**config.mk**
```make
export PLATFORM = sky130hd
export DESIGN_NAME = sbm_regfront
export DESIGN_NICKNAME = d
export VERILOG_FILES = /design/src/rtl/sbm_pkg.sv /design/src/rtl/sbm_width_mask.sv /design/src/rtl/sbm_status_unit.sv /design/src/rtl/sbm_read_mux.sv /design/src/rtl/sbm_regfront.sv
export SDC_FILE = /design/constraint.sdc
export NUM_CORES = 1
export LEC_CHECK = 0
export CORE_UTILIZATION = 35
export CTS_CLUSTER_DIAMETER = 80
export DETAILED_ROUTE_END_ITERATION = 16
export SYNTH_ARGS = -nofsm -noshare
export SYNTH_HDL_FRONTEND = slang
export SYNTH_SLANG_ARGS = --single-unit
```
**constraint.sdc**
```tcl
create_clock -name clk -period 2.9 [get_ports clk]
set_clock_uncertainty 0.05 [all_clocks]
set_input_delay 0.58 -clock clk [delete_from_list [all_inputs] [get_ports clk]]
set_output_delay 0.58 -clock clk [all_outputs]
set_load 0.03 [all_outputs]
```
**src/rtl/sbm_pkg.sv**
```systemverilog
package sbm_pkg;
    localparam int unsigned WORD_W = 32;

    localparam int unsigned OFS_CTRL = 'h00;
    localparam int unsigned OFS_CLK  = 'h04;
    localparam int unsigned OFS_INTE = 'h08;
    localparam int unsigned OFS_STAT = 'h0C;
    localparam int unsigned OFS_RIDX = 'h10;
    localparam int unsigned OFS_DATA = 'h1C;
    localparam int unsigned OFS_LINE = 'h24;
    localparam int unsigned OFS_DMOD = 'h28;
    localparam int unsigned OFS_CMD  = 'h2C;
    localparam int unsigned OFS_DADR = 'h30;

    localparam logic [7:0] CMD_RD1 = 8'h8B;
    localparam logic [7:0] CMD_RD2 = 8'h9C;
    localparam logic [7:0] CMD_RD4 = 8'hA6;

    localparam int unsigned CB_SRST  = 0;
    localparam int unsigned CB_GIE   = 1;
    localparam int unsigned CB_ABORT = 6;
    localparam int unsigned CB_START = 7;
    localparam int unsigned DM_GO    = 31;

    typedef struct packed {
        logic        srst;
        logic        busy;
        logic        gie;
        logic        start_p;
        logic        abort_p;
        logic        init_p;
        logic [10:0] clkctl;
        logic [2:0]  inte;
        logic [7:0]  ridx;
        logic [31:0] data;
        logic [3:0]  line;
        logic [31:0] dmod;
        logic [7:0]  cmd;
        logic [23:0] dadr;
    } front_t;

    typedef struct packed {
        logic       nack;
        logic [3:0] derr;
        logic       lbsy;
        logic       err;
        logic       done;
    } stat_t;
endpackage

```
**src/rtl/sbm_width_mask.sv**
```systemverilog
module sbm_width_mask
    import sbm_pkg::*;
#(
    parameter int unsigned DW = WORD_W
) (
    input  logic [7:0]    cmd,
    input  logic [DW-1:0] raw,
    output logic          is_read,
    output logic [DW-1:0] masked
);
    localparam int unsigned NB = DW / 8;
    localparam int unsigned CW = $clog2(NB + 1);

    logic [CW-1:0] nbytes;

    always_comb begin
        is_read = 1'b1;
        nbytes  = CW'(NB);
        unique case (cmd)
            CMD_RD1: nbytes = CW'(1);
            CMD_RD2: nbytes = CW'(2);
            CMD_RD4: nbytes = CW'(4);
            default: is_read = 1'b0;
        endcase
    end

    for (genvar b = 0; b < NB; b++) begin : g_byte
        assign masked[8*b +: 8] = (CW'(b) < nbytes) ? raw[8*b +: 8] : 8'h00;
    end
endmodule

```
**src/rtl/sbm_status_unit.sv**
```systemverilog
module sbm_status_unit
    import sbm_pkg::*;
(
    input  logic              clk,
    input  logic              rst_n,
    input  logic              clr_all,
    input  logic              wr_en,
    input  logic [WORD_W-1:0] wdata,
    input  logic              ev_done,
    input  logic              ev_nack,
    input  logic [3:0]        ev_derr,
    input  logic              ev_lbsy,
    input  logic [2:0]        inte,
    input  logic              gie,
    output logic [WORD_W-1:0] status_word,
    output logic              irq
);
    stat_t st_d, st_q;

    always_comb begin
        st_d = st_q;
        if (wr_en) begin
            st_d.done = st_q.done & ~wdata[0];
            st_d.err  = st_q.err  & ~wdata[1];
            st_d.lbsy = st_q.lbsy & ~wdata[2];
            st_d.derr = st_q.derr & ~wdata[11:8];
            st_d.nack = st_q.nack & ~wdata[16];
        end
        if (ev_done) begin
            st_d.done = 1'b1;
            if (ev_nack || (ev_derr != 4'h0)) st_d.err = 1'b1;
            if (ev_nack) st_d.nack = 1'b1;
            st_d.derr = st_d.derr | ev_derr;
        end
        if (ev_lbsy) st_d.lbsy = 1'b1;
        if (clr_all) st_d = '0;
    end

    always_ff @(posedge clk or negedge rst_n) begin
        if (!rst_n) st_q <= '0;
        else        st_q <= st_d;
    end

    always_comb begin
        status_word       = '0;
        status_word[0]    = st_q.done;
        status_word[1]    = st_q.err;
        status_word[2]    = st_q.lbsy;
        status_word[11:8] = st_q.derr;
        status_word[16]   = st_q.nack;
    end

    assign irq = gie & |({st_q.lbsy, st_q.err, st_q.done} & inte);
endmodule

```
**src/rtl/sbm_read_mux.sv**
```systemverilog
module sbm_read_mux
    import sbm_pkg::*;
#(
    parameter int unsigned ADDR_W = 8
) (
    input  logic [ADDR_W-1:0] addr,
    input  logic [WORD_W-1:0] w_ctrl,
    input  logic [WORD_W-1:0] w_clk,
    input  logic [WORD_W-1:0] w_inte,
    input  logic [WORD_W-1:0] w_stat,
    input  logic [WORD_W-1:0] w_ridx,
    input  logic [WORD_W-1:0] w_data,
    input  logic [WORD_W-1:0] w_line,
    input  logic [WORD_W-1:0] w_dmod,
    input  logic [WORD_W-1:0] w_cmd,
    input  logic [WORD_W-1:0] w_dadr,
    output logic [WORD_W-1:0] rdata
);
    always_comb begin
        rdata = '0;
        if      (addr == ADDR_W'(OFS_CTRL)) rdata = w_ctrl;
        else if (addr == ADDR_W'(OFS_CLK))  rdata = w_clk;
        else if (addr == ADDR_W'(OFS_INTE)) rdata = w_inte;
        else if (addr == ADDR_W'(OFS_STAT)) rdata = w_stat;
        else if (addr == ADDR_W'(OFS_RIDX)) rdata = w_ridx;
        else if (addr == ADDR_W'(OFS_DATA)) rdata = w_data;
        else if (addr == ADDR_W'(OFS_LINE)) rdata = w_line;
        else if (addr == ADDR_W'(OFS_DMOD)) rdata = w_dmod;
        else if (addr == ADDR_W'(OFS_CMD))  rdata = w_cmd;
        else if (addr == ADDR_W'(OFS_DADR)) rdata = w_dadr;
    end
endmodule

```
**src/rtl/sbm_regfront.sv**
```systemverilog
module sbm_regfront
    import sbm_pkg::*;
#(
    parameter int unsigned ADDR_W = 8
) (
    input  logic              clk,
    input  logic              rst_n,
    input  logic              host_wr,
    input  logic [ADDR_W-1:0] host_addr,
    input  logic [31:0]       host_wdata,
    output logic [31:0]       host_rdata,
    output logic              eng_start,
    output logic              eng_abort,
    output logic [7:0]        eng_cmd,
    output logic [7:0]        eng_regaddr,
    output logic [31:0]       eng_wdata,
    output logic [7:0]        eng_rtaddr,
    output logic [15:0]       eng_hwaddr,
    input  logic              eng_done,
    input  logic [31:0]       eng_rdata,
    input  logic              eng_err_nack,
    input  logic [3:0]        eng_err_data,
    output logic              init_start,
    input  logic              init_done,
    output logic [7:0]        bus_div,
    output logic [2:0]        bus_sda_dly,
    output logic              scl_ovr_en,
    output logic              scl_ovr_val,
    output logic              sda_ovr_en,
    output logic              sda_ovr_val,
    input  logic              scl_in,
    input  logic              sda_in,
    output logic              irq
);
    front_t q, d;

    logic wr_ctrl, wr_clk, wr_inte, wr_stat, wr_ridx, wr_data;
    logic wr_line, wr_dmod, wr_cmd, wr_dadr;
    logic done_ev, lbsy_ev, clr_all;
    logic rd_is_read;
    logic [31:0] rd_masked;
    logic [31:0] status_word;

    assign wr_ctrl = host_wr && (host_addr == ADDR_W'(OFS_CTRL));
    assign wr_clk  = host_wr && (host_addr == ADDR_W'(OFS_CLK));
    assign wr_inte = host_wr && (host_addr == ADDR_W'(OFS_INTE));
    assign wr_stat = host_wr && (host_addr == ADDR_W'(OFS_STAT));
    assign wr_ridx = host_wr && (host_addr == ADDR_W'(OFS_RIDX));
    assign wr_data = host_wr && (host_addr == ADDR_W'(OFS_DATA));
    assign wr_line = host_wr && (host_addr == ADDR_W'(OFS_LINE));
    assign wr_dmod = host_wr && (host_addr == ADDR_W'(OFS_DMOD));
    assign wr_cmd  = host_wr && (host_addr == ADDR_W'(OFS_CMD));
    assign wr_dadr = host_wr && (host_addr == ADDR_W'(OFS_DADR));

    sbm_width_mask #(.DW(WORD_W)) i_mask (
        .cmd     (q.cmd),
        .raw     (eng_rdata),
        .is_read (rd_is_read),
        .masked  (rd_masked)
    );

    always_comb begin
        d         = q;
        d.srst    = 1'b0;
        d.start_p = 1'b0;
        d.abort_p = 1'b0;
        d.init_p  = 1'b0;
        done_ev   = 1'b0;
        lbsy_ev   = 1'b0;
        clr_all   = 1'b0;

        if (q.busy && eng_done) begin
            d.busy  = 1'b0;
            done_ev = 1'b1;
            if (rd_is_read && !eng_err_nack && (eng_err_data == 4'h0))
                d.data = rd_masked;
        end
        if (q.dmod[DM_GO] && init_done) d.dmod[DM_GO] = 1'b0;

        if (wr_ctrl) begin
            d.gie = host_wdata[CB_GIE];
            if (host_wdata[CB_ABORT] && q.busy) begin
                d.busy    = 1'b0;
                d.abort_p = 1'b1;
                done_ev   = 1'b0;
            end else if (host_wdata[CB_START] && !q.busy && !q.dmod[DM_GO]) begin
                d.busy    = 1'b1;
                d.start_p = 1'b1;
            end
        end
        if (wr_clk)  d.clkctl = host_wdata[10:0];
        if (wr_inte) d.inte   = host_wdata[2:0];
        if (wr_line) d.line   = host_wdata[3:0];
        if (wr_dadr) d.dadr   = host_wdata[23:0];
        if (wr_dmod && !q.dmod[DM_GO]) begin
            d.dmod   = host_wdata;
            d.init_p = host_wdata[DM_GO];
        end

        if (wr_cmd || wr_ridx || wr_data) begin
            if (q.busy) lbsy_ev = 1'b1;
            else if (wr_cmd)  d.cmd  = host_wdata[7:0];
            else if (wr_ridx) d.ridx = host_wdata[7:0];
            else              d.data = host_wdata;
        end

        if (wr_ctrl && host_wdata[CB_SRST]) begin
            d       = '0;
            d.srst  = 1'b1;
            clr_all = 1'b1;
            done_ev = 1'b0;
            lbsy_ev = 1'b0;
        end
    end

    always_ff @(posedge clk or negedge rst_n) begin
        if (!rst_n) q <= '0;
        else        q <= d;
    end

    sbm_status_unit i_stat (
        .clk         (clk),
        .rst_n       (rst_n),
        .clr_all     (clr_all),
        .wr_en       (wr_stat),
        .wdata       (host_wdata),
        .ev_done     (done_ev),
        .ev_nack     (eng_err_nack),
        .ev_derr     (eng_err_data),
        .ev_lbsy     (lbsy_ev),
        .inte        (q.inte),
        .gie         (q.gie),
        .status_word (status_word),
        .irq         (irq)
    );

    sbm_read_mux #(.ADDR_W(ADDR_W)) i_rmux (
        .addr   (host_addr),
        .w_ctrl ({24'h0, q.busy, 5'h0, q.gie, q.srst}),
        .w_clk  ({21'h0, q.clkctl}),
        .w_inte ({29'h0, q.inte}),
        .w_stat (status_word),
        .w_ridx ({24'h0, q.ridx}),
        .w_data (q.data),
        .w_line ({26'h0, scl_in, sda_in, q.line}),
        .w_dmod (q.dmod),
        .w_cmd  ({24'h0, q.cmd}),
        .w_dadr ({8'h0, q.dadr}),
        .rdata  (host_rdata)
    );

    assign eng_start   = q.start_p;
    assign eng_abort   = q.abort_p;
    assign eng_cmd     = q.cmd;
    assign eng_regaddr = q.ridx;
    assign eng_wdata   = q.data;
    assign eng_rtaddr  = q.dadr[23:16];
    assign eng_hwaddr  = q.dadr[15:0];
    assign init_start  = q.init_p;
    assign bus_div     = q.clkctl[7:0];
    assign bus_sda_dly = q.clkctl[10:8];
    assign scl_ovr_val = q.line[3];
    assign scl_ovr_en  = q.line[2];
    assign sda_ovr_val = q.line[1];
    assign sda_ovr_en  = q.line[0];

    logic        chk_busy;
    logic        chk_srst;
    logic        chk_gie;
    logic [7:0]  chk_cmd;
    assign chk_busy = q.busy;
    assign chk_srst = q.srst;
    assign chk_gie  = q.gie;
    assign chk_cmd  = q.cmd;
endmodule

```
* Word level (Yosys, flattened, before mapping)
Cells that the tools add are included.
** Storage, ports and cells
- Logic and storage cells :: 151
- Bits in registers :: 136
- Input port bits :: 84
- Output and inout bits :: 123
** Cells by class
- Equal/unequal tests :: 14
- $lt $le $gt $ge :: 4
- Reductions and logical operators :: 44
- Bitwise operators :: 13
- Muxes and demuxes :: 56
** Operators by type and width (count)
- $mux W32 :: 13
- $mux W128 :: 1
- $mux W40 :: 3
- $mux W8 :: 10
- $mux W24 :: 2
- $eq A8 B6 Y1 const B :: 4
- $eq A8 B8 Y1 const B :: 3
- $mux W1 :: 20
- $logic_and A1 B1 Y1 :: 19
- $reduce_bool A2 Y1 :: 9
- $eq A8 B4 Y1 const B :: 2
- $eq A8 B5 Y1 const B :: 2
- $mux W11 :: 1
- $reduce_bool A3 Y1 :: 3
- $eq A8 B3 Y1 const B :: 1
- $logic_not A8 Y1 :: 1
- $mux W4 :: 2
- $lt A1 B3 Y1 const A :: 2
- $lt A2 B3 Y1 const A :: 2
- $pmux W3 S2 :: 1
- $reduce_or A3 Y1 :: 2
- $and A1 B1 Y1 :: 5
- $mux W5 :: 1
- $and A4 B4 Y4 :: 1
- 13 further kinds :: 21

* Logic depth before layout (Yosys ltp)
- Depth after elaboration :: 12
- Depth in mapped cells :: 9
- Gate-level depth less buffers :: 7

* Cells and area by module
From an unflattened synthesis, not the netlist that was laid out.
** Second synthesis, totals
- Cell total of the unflattened synthesis :: 1171
- Area, all modules :: 10098.4 um^2
** Modules (own cells, without submodules)
- sbm_regfront :: cells an instance 612, area an instance 6183.4 um^2, times used 1, seq. area each 3203.1 um^2
- sbm_read_mux :: cells an instance 447, area an instance 3037.9 um^2, times used 1, seq. area each 0.0 um^2
- sbm_status_unit :: cells an instance 64, area an instance 543.0 um^2, times used 1, seq. area each 200.2 um^2
- sbm_width_mask :: cells an instance 48, area an instance 334.1 um^2, times used 1, seq. area each 0.0 um^2

* Least setup slack after synthesis
Ideal clock, no wire load.
- Path type :: input to output
- Start point :: input port host_addr[3]
- End point :: output port host_rdata[7]
- Arrival time :: 2390 ps
- Path buffers :: 3
- Stages :: 8
- Data required time :: 2270 ps
- Slack :: -120 ps
- Cells stage by stage :: buf_2 nor4_1 and3_1 buf_2 buf_2 o2bb2ai_1 a21oi_1 o21ai_0
** On the way
- Word-level cells in the longest chain between the ends :: 11
- Elaborated cells between the ends (all ways) :: 20
- Classes of those cells :: 9 x eq/ne; 10 x mux; 1 x reduce/logical
** Ends and longest elaborated chain
- start, declared :: RTL line sbm_regfront.sv:9 : input logic [ADDR_W-1:0] host_addr,
- $eq A8 B6 Y1 :: RTL line sbm_read_mux.sv:30 : else if (addr == ADDR_W'(OFS_DADR)) rdata = w_dadr;
- $mux W24 :: RTL line sbm_read_mux.sv:30
- $mux W32 :: RTL line sbm_read_mux.sv:29 : else if (addr == ADDR_W'(OFS_CMD)) rdata = w_cmd;
- $mux W32 :: RTL line sbm_read_mux.sv:28 : else if (addr == ADDR_W'(OFS_DMOD)) rdata = w_dmod;
- $mux W32 :: RTL line sbm_read_mux.sv:27 : else if (addr == ADDR_W'(OFS_LINE)) rdata = w_line;
- $mux W32 :: RTL line sbm_read_mux.sv:26 : else if (addr == ADDR_W'(OFS_DATA)) rdata = w_data;
- $mux W32 :: RTL line sbm_read_mux.sv:25 : else if (addr == ADDR_W'(OFS_RIDX)) rdata = w_ridx;
- $mux W32 :: RTL line sbm_read_mux.sv:24 : else if (addr == ADDR_W'(OFS_STAT)) rdata = w_stat;
- $mux W32 :: RTL line sbm_read_mux.sv:23 : else if (addr == ADDR_W'(OFS_INTE)) rdata = w_inte;
- $mux W32 :: RTL line sbm_read_mux.sv:22 : else if (addr == ADDR_W'(OFS_CLK)) rdata = w_clk;
- $mux W32 (*) :: RTL line sbm_read_mux.sv:21 : if (addr == ADDR_W'(OFS_CTRL)) rdata = w_ctrl;
- end, declared :: RTL line sbm_regfront.sv:11 : output logic [31:0] host_rdata,
Mark *: on every way between the ends. The rest lies on a longest branch, timed or not.

* Worst setup path after layout
- Start point :: input port host_addr[4]
- End point :: output port host_rdata[1]
The elaborated chain is that of the path after synthesis.

==> metrics <==
status finished with violations; failing checks negative setup slack; FFs w/ async S/R, synth between 90% and 100%; Primary FF master, synth dfrtp_1; vias in the first global route 7,387; Routed wire per std cell 20.4 microns; initial drt markers 512; final core utilization a little over half; Synth top cells by count nand2_1, dfrtp_1, a21oi_1, nor2_1, o21ai_0; fin crit period 3.01 ns; vias per cell roughly 5.4; area occupied by multi-input gates around 3600 sq um; combinational power share around 15%; DRT Pass-1 Iters 5; Worst Path Max Fanout 4; Rows 52; largest net degree at the start of global routing 71; largest family of logic cells by synthesized area simple AND/OR/NAND/NOR gates; post-place setup slack -0.536 ns; Final TNS setup -0.206 ns; CTS Sinks between 100 and 150; first-pass GRT wire length approximately 44,000 microns; Tot Pwr about 5 mW; synthesized cell area roughly 7200 sq um; area occupied by registers 3400 sq um; initial antenna violation count 0; Ant. Diodes 0; Clock Path Buffers 2; critical path launch point type primary input; ranking of synthesized cells by area dfrtp_1, nand2_1, a21oi_1; count leader, synth nand2_1; die boundary height 146 microns; fmax approximately 0.33 GHz; Net Count, Synth roughly 910; Root Buffer clkbuf_16; DIE AREA 21,200 sq um; via count 7,436; IO Port Bufs 206; Post-Synthesis Cells 819; RSZ-0062 raised after global routing true; # setup viols final 4; Max-cap violations 0; DRC 0; post-synthesis compound-gate area fraction a little over a fifth; Worst Max-Slew Pin Slew between 0.6 and 0.7 ns; Initial Util between 30 and 40%; total track usage about 27%; worst hold path class reg -> reg; P_leak roughly 4.8 nW; CTS tree built; Num CTS Buffers 17; crit path kind in -> out; Core ar. around 20,000 sq um; Area Overhead vs Synth 51.2%; Synth top area share 47.1%; Critical Path RT approximately 2.3 ns; detailed placement HPWL between 20,000 and 25,000 microns; DRT Wirelength between 20,000 and 30,000 microns; Final Hold Vio Count 0; fin. max-slew vios 0; syn avg cell area a little under 9 sq um; clock-pin slew on the worst setup and hold paths roughly 0.060 ns; Simple-Gate Fraction of Synth Area 23.9%; die width ~150 microns; Slew HR 53.7%; Psw roughly 1.3 mW; Sw Ratio between 20% and 30%; CTS H-tree depth 4; latest clock arrival within the worst-skew pair roughly 0.42 ns; Adder-Cell Fraction of Synth Area less than 1%; Post-DRT Antenna Nets 0; Critical Path AT 2.38 ns; CP Capture Type primary output; Synth Area in XOR/XNOR 0%; number of synthesized register bits approximately 140; Final Worst Setup Slack -0.108 ns; Pwr Density 459 nW/um^2; Peak VDD IR about 0.00039 V; layout cells sized above 1 ~20%; number of synthesized flops with an enable pin 0; GP Congestion 0.927; Congestion Overflow GR 0; number of fill cells in the layout between 1,500 and 2,000; Cell Int Power 3.68 mW; Yosys Warn Count 0; clock network fraction of design power between 40% and 50%; cell taking the most area after synthesis dfrtp_1; register area share after synthesis between 40% and 50%; sequential share of power a little over two fifths; Netlist cell types 61; post-synthesis mux area share ~2.1%; I/O pin cnt slightly above 200; period utilization 104%; # nets final 1,175
## final timing paths
path,from,end,slack [ns],depth (start not counted)
setup / recovery,host_addr[4],host_rdata[1],-0.11,9
hold / removal,q[49],q[49],0.47,2
setup reg to reg,eng_cmd[0],eng_wdata[4],0.46,6
hold reg to reg,q[49],q[49],0.47,2
max in group asynchronous,rst_n,scl_ovr_en,1.72,3
min in group asynchronous,rst_n,eng_hwaddr[15],0.48,2
## through the flow
stage	instance area [sq um]	hold WS, ns	instances
2_1_floorplan	7230	0.234	819
3_3_place_gp	10100	0.348	1327
3_5_place_dp	10100	0.349	1327
4_1_cts	10800	0.465	1369
5_1_grt	10900	0.478	1370
6_report	10900	0.473	1370
## power groups by stage
stage | combinational, mW | sequential [mW] | clock (mW)
global placement | 0.743 | 2.13 | 0
detailed placement | 0.747 | 2.13 | 0
finish | 0.765 | 2.10 | 2.15
CTS | 0.762 | 2.10 | 2.19
global route | 0.816 | 2.11 | 2.27
floorplan | 0.169 | 2.25 | 0
## cell usage in the layout, fill, tap and decap left out, types with 3 or more instances in the layout
| cell | n |
|---|---|
| clkbuf_8 | 3 |
| mux2i_1 | 15 |
| o21ai_0 | 40 |
| nand2b_1 | 3 |
| a221oi_1 | 24 |
| buf_12 | 17 |
| o21ai_1 | 5 |
| o21ai_2 | 3 |
| a211oi_2 | 4 |
| nand2_1 | 195 |
| dfrtp_1 | 136 |
| clkdlybuf4s50_1 | 165 |
| nor3_1 | 16 |
| a22o_1 | 9 |
| buf_2 | 3 |
| inv_1 | 6 |
| buf_4 | 110 |
| buf_6 | 11 |
| a21oi_1 | 91 |
| nor2b_1 | 8 |
| nor4bb_1 | 6 |
| clkbuf_2 | 3 |
| and3_1 | 3 |
| nand3_1 | 29 |
| nor2_1 | 58 |
| clkbuf_16 | 17 |
| a22oi_1 | 27 |
| a211oi_1 | 10 |
| nand3b_1 | 3 |
| clkbuf_1 | 3 |
| a21oi_2 | 4 |
| a222oi_1 | 4 |
## registers in the layout (all words and copies together), names as in the netlist, 3 cells and up
| signal | flops |
|---|---|
| q | 35 |
| eng_wdata | 32 |
| eng_hwaddr | 16 |
| bus_div | 8 |
| eng_cmd | 8 |
| eng_regaddr | 8 |
| eng_rtaddr | 8 |
| i_stat.status_word | 8 |
| bus_sda_dly | 3 |
## cells by family (layout without fill, tap and decap cells)
| group | Yosys count | count (layout) |
|---|---|---|
| multiplexers | 15 | 15 |
| AO/OA/AOI/OAI | 239 | 239 |
| AND/OR/NAND/NOR | 359 | 359 |
| buffers and inverters | 68 | 349 |
| flip-flops | 136 | 136 |
| adder cells (fa/ha/maj) | 2 | 2 |
## what timing repair did
| action | CTS | global route |
|---|---|---|
| setup endpoints to repair | 32 | 28 |
| endpoints found under the hold margin | 8 | 0 |
| resized for setup | 44 | 34 |
| hold buffers | 1 | 0 |
| pin swaps | 13 | 15 |
| setup buffers | 11 | 1 |
## worst max-delay path: stages
cell       delay [ns]
buf_8            0.10
buf_6            0.11
buf_6            0.11
nor4b_4          0.39
and3_4           0.27
nor2b_1          0.14
o2111ai_1        0.15
a221o_1          0.37
buf_12           0.15
## layout make-up
type / count / area share (%)
multi-input combinational: 615 / 32.7
clock inverter: 7 / 0.859
sequential: 136 / 31.1
inverter: 7 / 0.240
clock buffer: 23 / 4.37
tap: 270 / 3.09
timing repair buffer: 312 / 27.6
## per-layer routing
metal  part of all wire [%]  track usage [%]
met1                     44             37.5
met5                      0                0
met3                    6.2             5.61
met2                     47             42.2
met4                    2.1             8.47
(Power assumes the default switching activity.)
